==> src/rtl/csa_pkg.sv <==
package csa_pkg;

  // Vector count after one 3:2 layer: each full group of three becomes two.
  function automatic int next_cnt(int c);
    return (c > 2) ? (c / 3) * 2 + (c % 3) : c;
  endfunction

  // Vector count present at layer l of a tree that starts with t vectors.
  function automatic int lvl_cnt(int t, int l);
    int c;
    c = t;
    for (int i = 0; i < l; i++) c = next_cnt(c);
    return c;
  endfunction

  // Number of compressor layers needed to get down to two vectors.
  function automatic int num_lvls(int t);
    int c;
    int n;
    c = t;
    n = 0;
    while (c > 2) begin
      c = next_cnt(c);
      n++;
    end
    return n;
  endfunction

endpackage

==> src/rtl/csa_operand_prep.sv <==
module csa_operand_prep #(
  parameter int IN_W  = 8,
  parameter int OUT_W = 12,
  parameter bit SGN   = 1'b0,
  parameter bit NEG   = 1'b0
) (
  input  logic [IN_W-1:0]  raw_i,
  output logic [OUT_W-1:0] term_o
);
  logic [OUT_W-1:0] ext;

  if (OUT_W > IN_W) begin : g_widen
    logic fill;
    assign fill = SGN ? raw_i[IN_W-1] : 1'b0;
    assign ext  = {{(OUT_W-IN_W){fill}}, raw_i};
  end else begin : g_same
    assign ext = raw_i;
  end

  // Negation is completed by the shared correction operand.
  assign term_o = NEG ? ~ext : ext;
endmodule

==> src/rtl/csa_fa_row.sv <==
module csa_fa_row #(
  parameter int W = 12
) (
  input  logic [W-1:0] x_i,
  input  logic [W-1:0] y_i,
  input  logic [W-1:0] z_i,
  output logic [W-1:0] s_o,
  output logic [W-1:0] c_o
);
  logic [W-1:0] maj;

  assign s_o = x_i ^ y_i ^ z_i;
  assign maj = (x_i & y_i) | (x_i & z_i) | (y_i & z_i);
  assign c_o = maj << 1;
endmodule

==> src/rtl/csa_tree.sv <==
module csa_tree
  import csa_pkg::*;
#(
  parameter int W = 12,
  parameter int T = 7
) (
  input  logic [T*W-1:0] ops_i,
  output logic [W-1:0]   sum_o,
  output logic [W-1:0]   carry_o
);
  localparam int NL = num_lvls(T);

  for (genvar g = 0; g <= NL; g++) begin : lv
    localparam int C = lvl_cnt(T, g);
    wire [C*W-1:0] vec;

    if (g == 0) begin : g_in
      assign vec = ops_i;
    end else begin : g_red
      localparam int P = lvl_cnt(T, g - 1);
      localparam int G = P / 3;
      localparam int R = P % 3;

      for (genvar k = 0; k < G; k++) begin : fa
        csa_fa_row #(.W(W)) u_row (
          .x_i(lv[g-1].vec[(3*k)*W +: W]),
          .y_i(lv[g-1].vec[(3*k+1)*W +: W]),
          .z_i(lv[g-1].vec[(3*k+2)*W +: W]),
          .s_o(vec[(2*k)*W +: W]),
          .c_o(vec[(2*k+1)*W +: W])
        );
      end

      if (R > 0) begin : g_pass
        assign vec[(2*G)*W +: R*W] = lv[g-1].vec[(3*G)*W +: R*W];
      end
    end
  end

  assign sum_o   = lv[NL].vec[0 +: W];
  assign carry_o = lv[NL].vec[W +: W];
endmodule

==> src/rtl/csa_multi_adder.sv <==
module csa_multi_adder
  import csa_pkg::*;
#(
  parameter int               N_OPS     = 6,
  parameter int               IN_W      = 8,
  parameter int               OUT_W     = 12,
  parameter logic [N_OPS-1:0] SUB_MASK  = 6'b100110,
  parameter logic [N_OPS-1:0] SGN_MASK  = 6'b010101,
  parameter logic [OUT_W-1:0] CONST_ADD = 12'd5
) (
  input  logic [N_OPS*IN_W-1:0] opnd_i,
  output logic [OUT_W-1:0]      result_o
);
  localparam int               NSUB   = $countones(SUB_MASK);
  localparam bit               BYPASS = (N_OPS == 2) && (CONST_ADD == '0) &&
                                        (SUB_MASK != 2'b11);
  localparam bit               HAS_K  = !BYPASS && ((NSUB != 0) || (CONST_ADD != '0));
  localparam int               T      = N_OPS + (HAS_K ? 1 : 0);
  localparam logic [OUT_W-1:0] CORR   = CONST_ADD + OUT_W'(NSUB);

  logic [T*OUT_W-1:0] term_flat;
  logic [OUT_W-1:0]   red_s;
  logic [OUT_W-1:0]   red_c;

  for (genvar i = 0; i < N_OPS; i++) begin : g_prep
    csa_operand_prep #(
      .IN_W (IN_W),
      .OUT_W(OUT_W),
      .SGN  (SGN_MASK[i]),
      .NEG  (SUB_MASK[i] && !BYPASS)
    ) u_prep (
      .raw_i (opnd_i[i*IN_W +: IN_W]),
      .term_o(term_flat[i*OUT_W +: OUT_W])
    );
  end

  if (HAS_K) begin : g_corr
    assign term_flat[N_OPS*OUT_W +: OUT_W] = CORR;
  end

  if (BYPASS) begin : g_pair
    localparam int PI = SUB_MASK[0] ? 1 : 0;
    assign red_s = term_flat[PI*OUT_W +: OUT_W];
    assign red_c = term_flat[(1-PI)*OUT_W +: OUT_W];
    assign result_o = (SUB_MASK != '0) ? red_s - red_c : red_s + red_c;
  end else begin : g_tree
    csa_tree #(.W(OUT_W), .T(T)) u_tree (
      .ops_i  (term_flat),
      .sum_o  (red_s),
      .carry_o(red_c)
    );
    assign result_o = red_s + red_c;
  end
endmodule

==> config.mk <==
export PLATFORM = sky130hd
export DESIGN_NAME = csa_multi_adder
export DESIGN_NICKNAME = d
export VERILOG_FILES = /design/src/rtl/csa_pkg.sv /design/src/rtl/csa_operand_prep.sv /design/src/rtl/csa_fa_row.sv /design/src/rtl/csa_tree.sv /design/src/rtl/csa_multi_adder.sv
export SDC_FILE = /design/constraint.sdc
export NUM_CORES = 1
export LEC_CHECK = 0
export BUFFER_PORTS_ARGS = -buffer_cell sky130_fd_sc_hd__buf_2
export CORE_MARGIN = 4
export CORE_UTILIZATION = 38
export DETAILED_ROUTE_END_ITERATION = 7
export PLACE_DENSITY = 0.69
export SYNTH_ARGS = -nofsm -noshare
export SYNTH_HDL_FRONTEND = slang
export SYNTH_SLANG_ARGS = --single-unit
==> constraint.sdc <==
create_clock -name vclk -period 9
set_input_delay 1.8 -clock vclk [all_inputs]
set_output_delay 1.8 -clock vclk [all_outputs]
set_load 0.05 [all_outputs]
==> impl_metrics.yaml, run 1 <==
outcome:
  outcome: "finished clean"
yosys:
  synth_warnings: 0
  yosysUniqueCellTypes: 21
  seq_area_frac_synth_pct: 0
  avgSynthCellArea_um2: 8.79
  netlist_instances: 169
  syn_area_um2: 1490
  synthesis.nets: 271
die:
  io_pins: 60
  core_um2: 3720
  die_y_um: 70.5
  std_cell_rows: 22
  die_area_um2: 4970
  die_width_um: 70.5
  start_util_pct: 40.0
timing:
  drv_slew: 0
  setup_viol: 0
  finalWorstSetupSlack_ps: 1850
  relSlewSlack_pct: 78.9
  max_slew.worst_pin.slew_ps: 315
  rsz0062_at_grt: "no"
  tns_ps: 0
  finalHoldViolations: 0
  finalCriticalPeriod_ps: 7150
  max_freq_ghz: 0.140
  period_share_pct: 79.5
clocking:
  cts_setup_buffers: 0
  ctsHoldBuffers: 0
  cts-resized-gates: 0
worst_setup_path:
  path_class: "primary input to output pin"
  crit_arrival_ps: 5350
  cp_slowest_cell: "fa_1"
  required_ps: 7200
  critical_path.most_common_cell: "fa_1"
  cp_max_fo: 3
  slowest_delay_ps: 540
  crit_chain: "buf_2 -> fa_1 -> inv_1 -> fa_1 -> fa_1 -> ha_1 -> inv_1 -> ha_1 -> fa_1 -> nand3_1 -> nand2_1 -> a221oi_2 -> xnor2_1 -> buf_2"
  end_kind: "output pin"
  critPathLaunchType: "primary input"
drt:
  via_count: 1203
  first_pass_iters: 4
  wl_mm: 2.63
  wl_per_cell_um: 9.48
  ant_nets: 0
  drt_iter0_drc: 17
  via_per_inst: 4.34
  drc_errors: 0
layout:
  nets: 333
  fin_cells: 277
  antenna_cells: 0
  final-seq-area_um2: 0
  area_growth_pct: 24.3
  n_fill_cell: 372
  clock_buffers: 0
  layout-drive-gt1-share_pct: 26.6
  seq_cell_count: 0
job:
  max_cap_violations: 0
global_routing:
  grt_pass1_wl_mm: 5.22
  grt-ovfl-total: 0
  grt_start_max_net_pins: 7
  track_usage_pct: 12.0
  antenna_found_initial: 0
  grt_pass1_vias: 1278
placement:
  io_buffers: 60
  dpl_worst_slack_ps: 1830
  dpl.hpwl_mm: 2.59
  gp_congestion: 0.750
  dpl.cell_count: 277
hold_path:
  hp-class: "primary input to output pin"
==> final timing paths <==
check                      start            to  slack (ps)  cells past startpoint
worst max-delay path   opnd_i[3]  result_o[11]        1850                     14
worst min-delay path  opnd_i[40]   result_o[1]        4230                      5
==> synthesized netlist by cell type <==
library cell / instances / share of area (%)
inv_1: 70 / 18
fa_1: 33 / 44
ha_1: 21 / 18
xnor2_1: 7 / 4.1
a21oi_1: 6 / 2.0
nor2_1: 6 / 1.5
a21o_1: 5 / 2.5
o21ai_0: 4 / 1.3
a211oi_1: 2 / 1.0
nand2_1: 2 / 0.51
nand3_1: 2 / 0.67
xor2_1: 2 / 1.2
a21boi_0: 1 / 0.51
a221oi_2: 1 / 1.0
mux2i_1: 1 / 0.67
nand2b_1: 1 / 0.42
nand4bb_1: 1 / 0.76
nor2b_1: 1 / 0.42
nor3_1: 1 / 0.34
o21bai_1: 1 / 0.51
o311ai_0: 1 / 0.59
==> per-layer routing <==
| metal | track usage [%] | vias up | share of wire, % |
|---|---|---|---|
| met4 | 0 | 0 | 0 |
| met1 | 15.4 | 560 | 38 |
| met2 | 22.6 | 33 | 54 |
| met5 | 0 | - | 0 |
| met3 | 1.87 | 0 | 8.7 |
| li1 | - | 610 | - |
==> cell usage in the layout, fill, tap and decap left out, drive strengths merged, types with 2 or more instances in the layout <==
master	Yosys	layout
buf	0	60
a211oi	2	2
inv	70	70
ha	21	21
o21ai	4	4
a21o	5	5
nor2	6	6
fa	33	33
nand3	2	2
xor2	2	2
a21oi	6	6
nand2	2	2
xnor2	7	7
==> area by class of cell <==
type               count  area, um2  share of cell area, %
inverters             70        263                   14.2
multi-input cells     99       1220                   66.2
well taps             48       60.1                   3.25
repair buffers        60        300                   16.3
==> cell families after synthesis <==
group	count (synthesis)	synth area share, %
adder cells (fa/ha/maj)	54	62.2
buffers and inverters	70	17.7
XOR/XNOR	9	5.31
multiplexers	1	0.674
AND/OR/NAND/NOR	14	4.63
AO/OA/AOI/OAI	21	9.52
==> critical path: cells and delay by family <==
kind                     cells  cell delay [ps]
adder cells (fa/ha/maj)      6             2430
buffers and inverters        4              500
AO/OA/AOI/OAI                1              250
XOR/XNOR                     1              160
AND/OR/NAND/NOR              2              210
==> stage by stage <==
| step | hold WS, ps | util, % | instance area, um2 |
|---|---|---|---|
| floorplan | 4090 | - | 1490 |
| global placement | 4240 | 49.7 | 1850 |
| detailed placement | 4240 | 49.7 | 1850 |
| CTS | 4240 | 49.7 | 1850 |
| global route | 4290 | 49.7 | 1850 |
| finish | 4230 | 49.7 | 1850 |
Power of run 1 is not shown: default switching activity piles up to over one toggle a cycle in this logic, so the estimate is an artifact.
==> run 2: changes to the inputs <==
--- a/config.mk
+++ b/config.mk
@@ -9,7 +9,7 @@
 export CORE_MARGIN = 4
 export CORE_UTILIZATION = 38
 export DETAILED_ROUTE_END_ITERATION = 7
-export PLACE_DENSITY = 0.69
+export PLACE_DENSITY = 0.72
 export SYNTH_ARGS = -nofsm -noshare
 export SYNTH_HDL_FRONTEND = slang
 export SYNTH_SLANG_ARGS = --single-unit
==> constraint.sdc (replaced) <==
create_clock -name vclk -period 6.5
set_input_delay 1.3 -clock vclk [all_inputs]
set_output_delay 1.3 -clock vclk [all_outputs]
set_load 0.05 [all_outputs]
==> run 2 against run 1 <==
  * Final area up 0.41%
  * Wire length down 2.4%
  * Cell count stayed put
  * Critical path depth did not move
  * Worst hold slack worse by 1000 ps
  * Global-route usage fell by 1.1 points
  * Sequential share of layout area is the same
  * Count of clock-buffer cells in the layout unchanged
  * Via count is 0.42% lower
  * Non-clock buffer count did not move
  * Die area unchanged
  * Critical path type unchanged
==> impl_metrics.yaml, run 2 (same netlist as run 1, synthesis figures left out) <==
global_routing:
  grt_pass1_vias: 1260
  grt_pass1_wl_mm: 4.84
  track_usage_pct: 11.0
  antenna_found_initial: 0
  grt_start_max_net_pins: 7
  grt-ovfl-total: 0
timing:
  finalHoldViolations: 0
  finalCriticalPeriod_ps: 6110
  setup_viol: 0
  max_freq_ghz: 0.164
  whs_ps: 3230
  tns_ps: 0
  drv_slew: 0
  max_slew.worst_pin.slew_ps: 433
  period_share_pct: 94.0
  rsz0062_at_grt: "no"
  relSlewSlack_pct: 70.8
placement:
  gp_congestion: 0.755
  dpl.hpwl_mm: 2.51
  io_buffers: 60
  dpl_cell_area_um2: 1850
die:
  std_cell_rows: 22
  die_area_um2: 4970
  start_util_pct: 40.0
  die_width_um: 70.5
  core_um2: 3720
  io_pins: 60
  die_y_um: 70.5
layout:
  clock_buffers: 0
  postLayoutCoreUtil_pct: 49.9
  area_growth_pct: 24.8
  fin_area_um2: 1850
  nets: 333
  final-seq-area_um2: 0
  antenna_cells: 0
  layout-drive-gt1-share_pct: 27.1
  layout_commonest_cell: "inv_1"
  seq_cell_count: 0
  final_cell_mix: "inv_1, buf_2, fa_1"
drt:
  wl_per_cell_um: 9.26
  drt_iter0_drc: 5
  via_count: 1198
  met2_length_mm: 1.40
  wl_mm: 2.56
  wl_met1_um: 953
  route.met3.wl_um: 211
  via_per_inst: 4.32
  top_layer: "met3"
  first_pass_iters: 2
  drc_errors: 0
  ant_nets: 0
worst_setup_path:
  slowest_delay_ps: 540
  critPathLaunchType: "primary input"
  crit_arrival_ps: 4810
  end_kind: "output pin"
  required_ps: 5200
  cp_slowest_cell: "fa_1"
  cp_max_fo: 3
  cp-startpoint: "opnd_i[3]"
  critical_path.most_common_cell: "fa_1"
  crit_chain: "buf_2 -> fa_1 -> inv_1 -> fa_1 -> fa_1 -> ha_1 -> inv_1 -> ha_1 -> fa_1 -> nand3_1 -> nand2_1 -> a221oi_2 -> xnor2_1 -> buf_2"
  path_class: "primary input to output pin"
outcome:
  outcome: "finished clean"
clocking:
  ctsHoldBuffers: 0
  cts_setup_buffers: 0
  cts-resized-gates: 0
hold_path:
  hold_start: "opnd_i[40]"
  hp-class: "primary input to output pin"
  holdPathEnd: "result_o[1]"
  whs_path_depth: 5
job:
  max_cap_violations: 0
-- run 2: worst max path at each step --
stage / to / cells after the start
2_1_floorplan: result_o[9] / 12
3_3_place_gp: result_o[11] / 14
3_5_place_dp: result_o[11] / 14
4_1_cts: result_o[11] / 14
5_1_grt: result_o[9] / 16
6_report: result_o[11] / 14
-- run 2: stage by stage --
step	worst slack, ps	instances
floorplan	396	169
global placement	391	277
detailed placement	380	277
CTS	352	277
global route	134	277
finish	390	277
-- run 2: layer usage --
metal  track usage [%]  vias to the layer above
met5                 0                        -
met4             0.426                        0
met3              2.30                        0
met2              20.6                       33
met1              13.5                      553
li1                  -                      612
-- run 2: critical path: cells and delay by family --
family	cells	cell delay, ps
AO/OA/AOI/OAI	1	240
XOR/XNOR	1	150
AND/OR/NAND/NOR	2	190
adder cells (fa/ha/maj)	6	2430
buffers and inverters	4	500
-- run 2: cell type report --
class	count	area [um2]
fillers	372	1860
well taps	48	60.1
inverters	70	263
repair buffers	60	300
multi-input cells	99	1230
Power of run 2 is left out for the same reason.
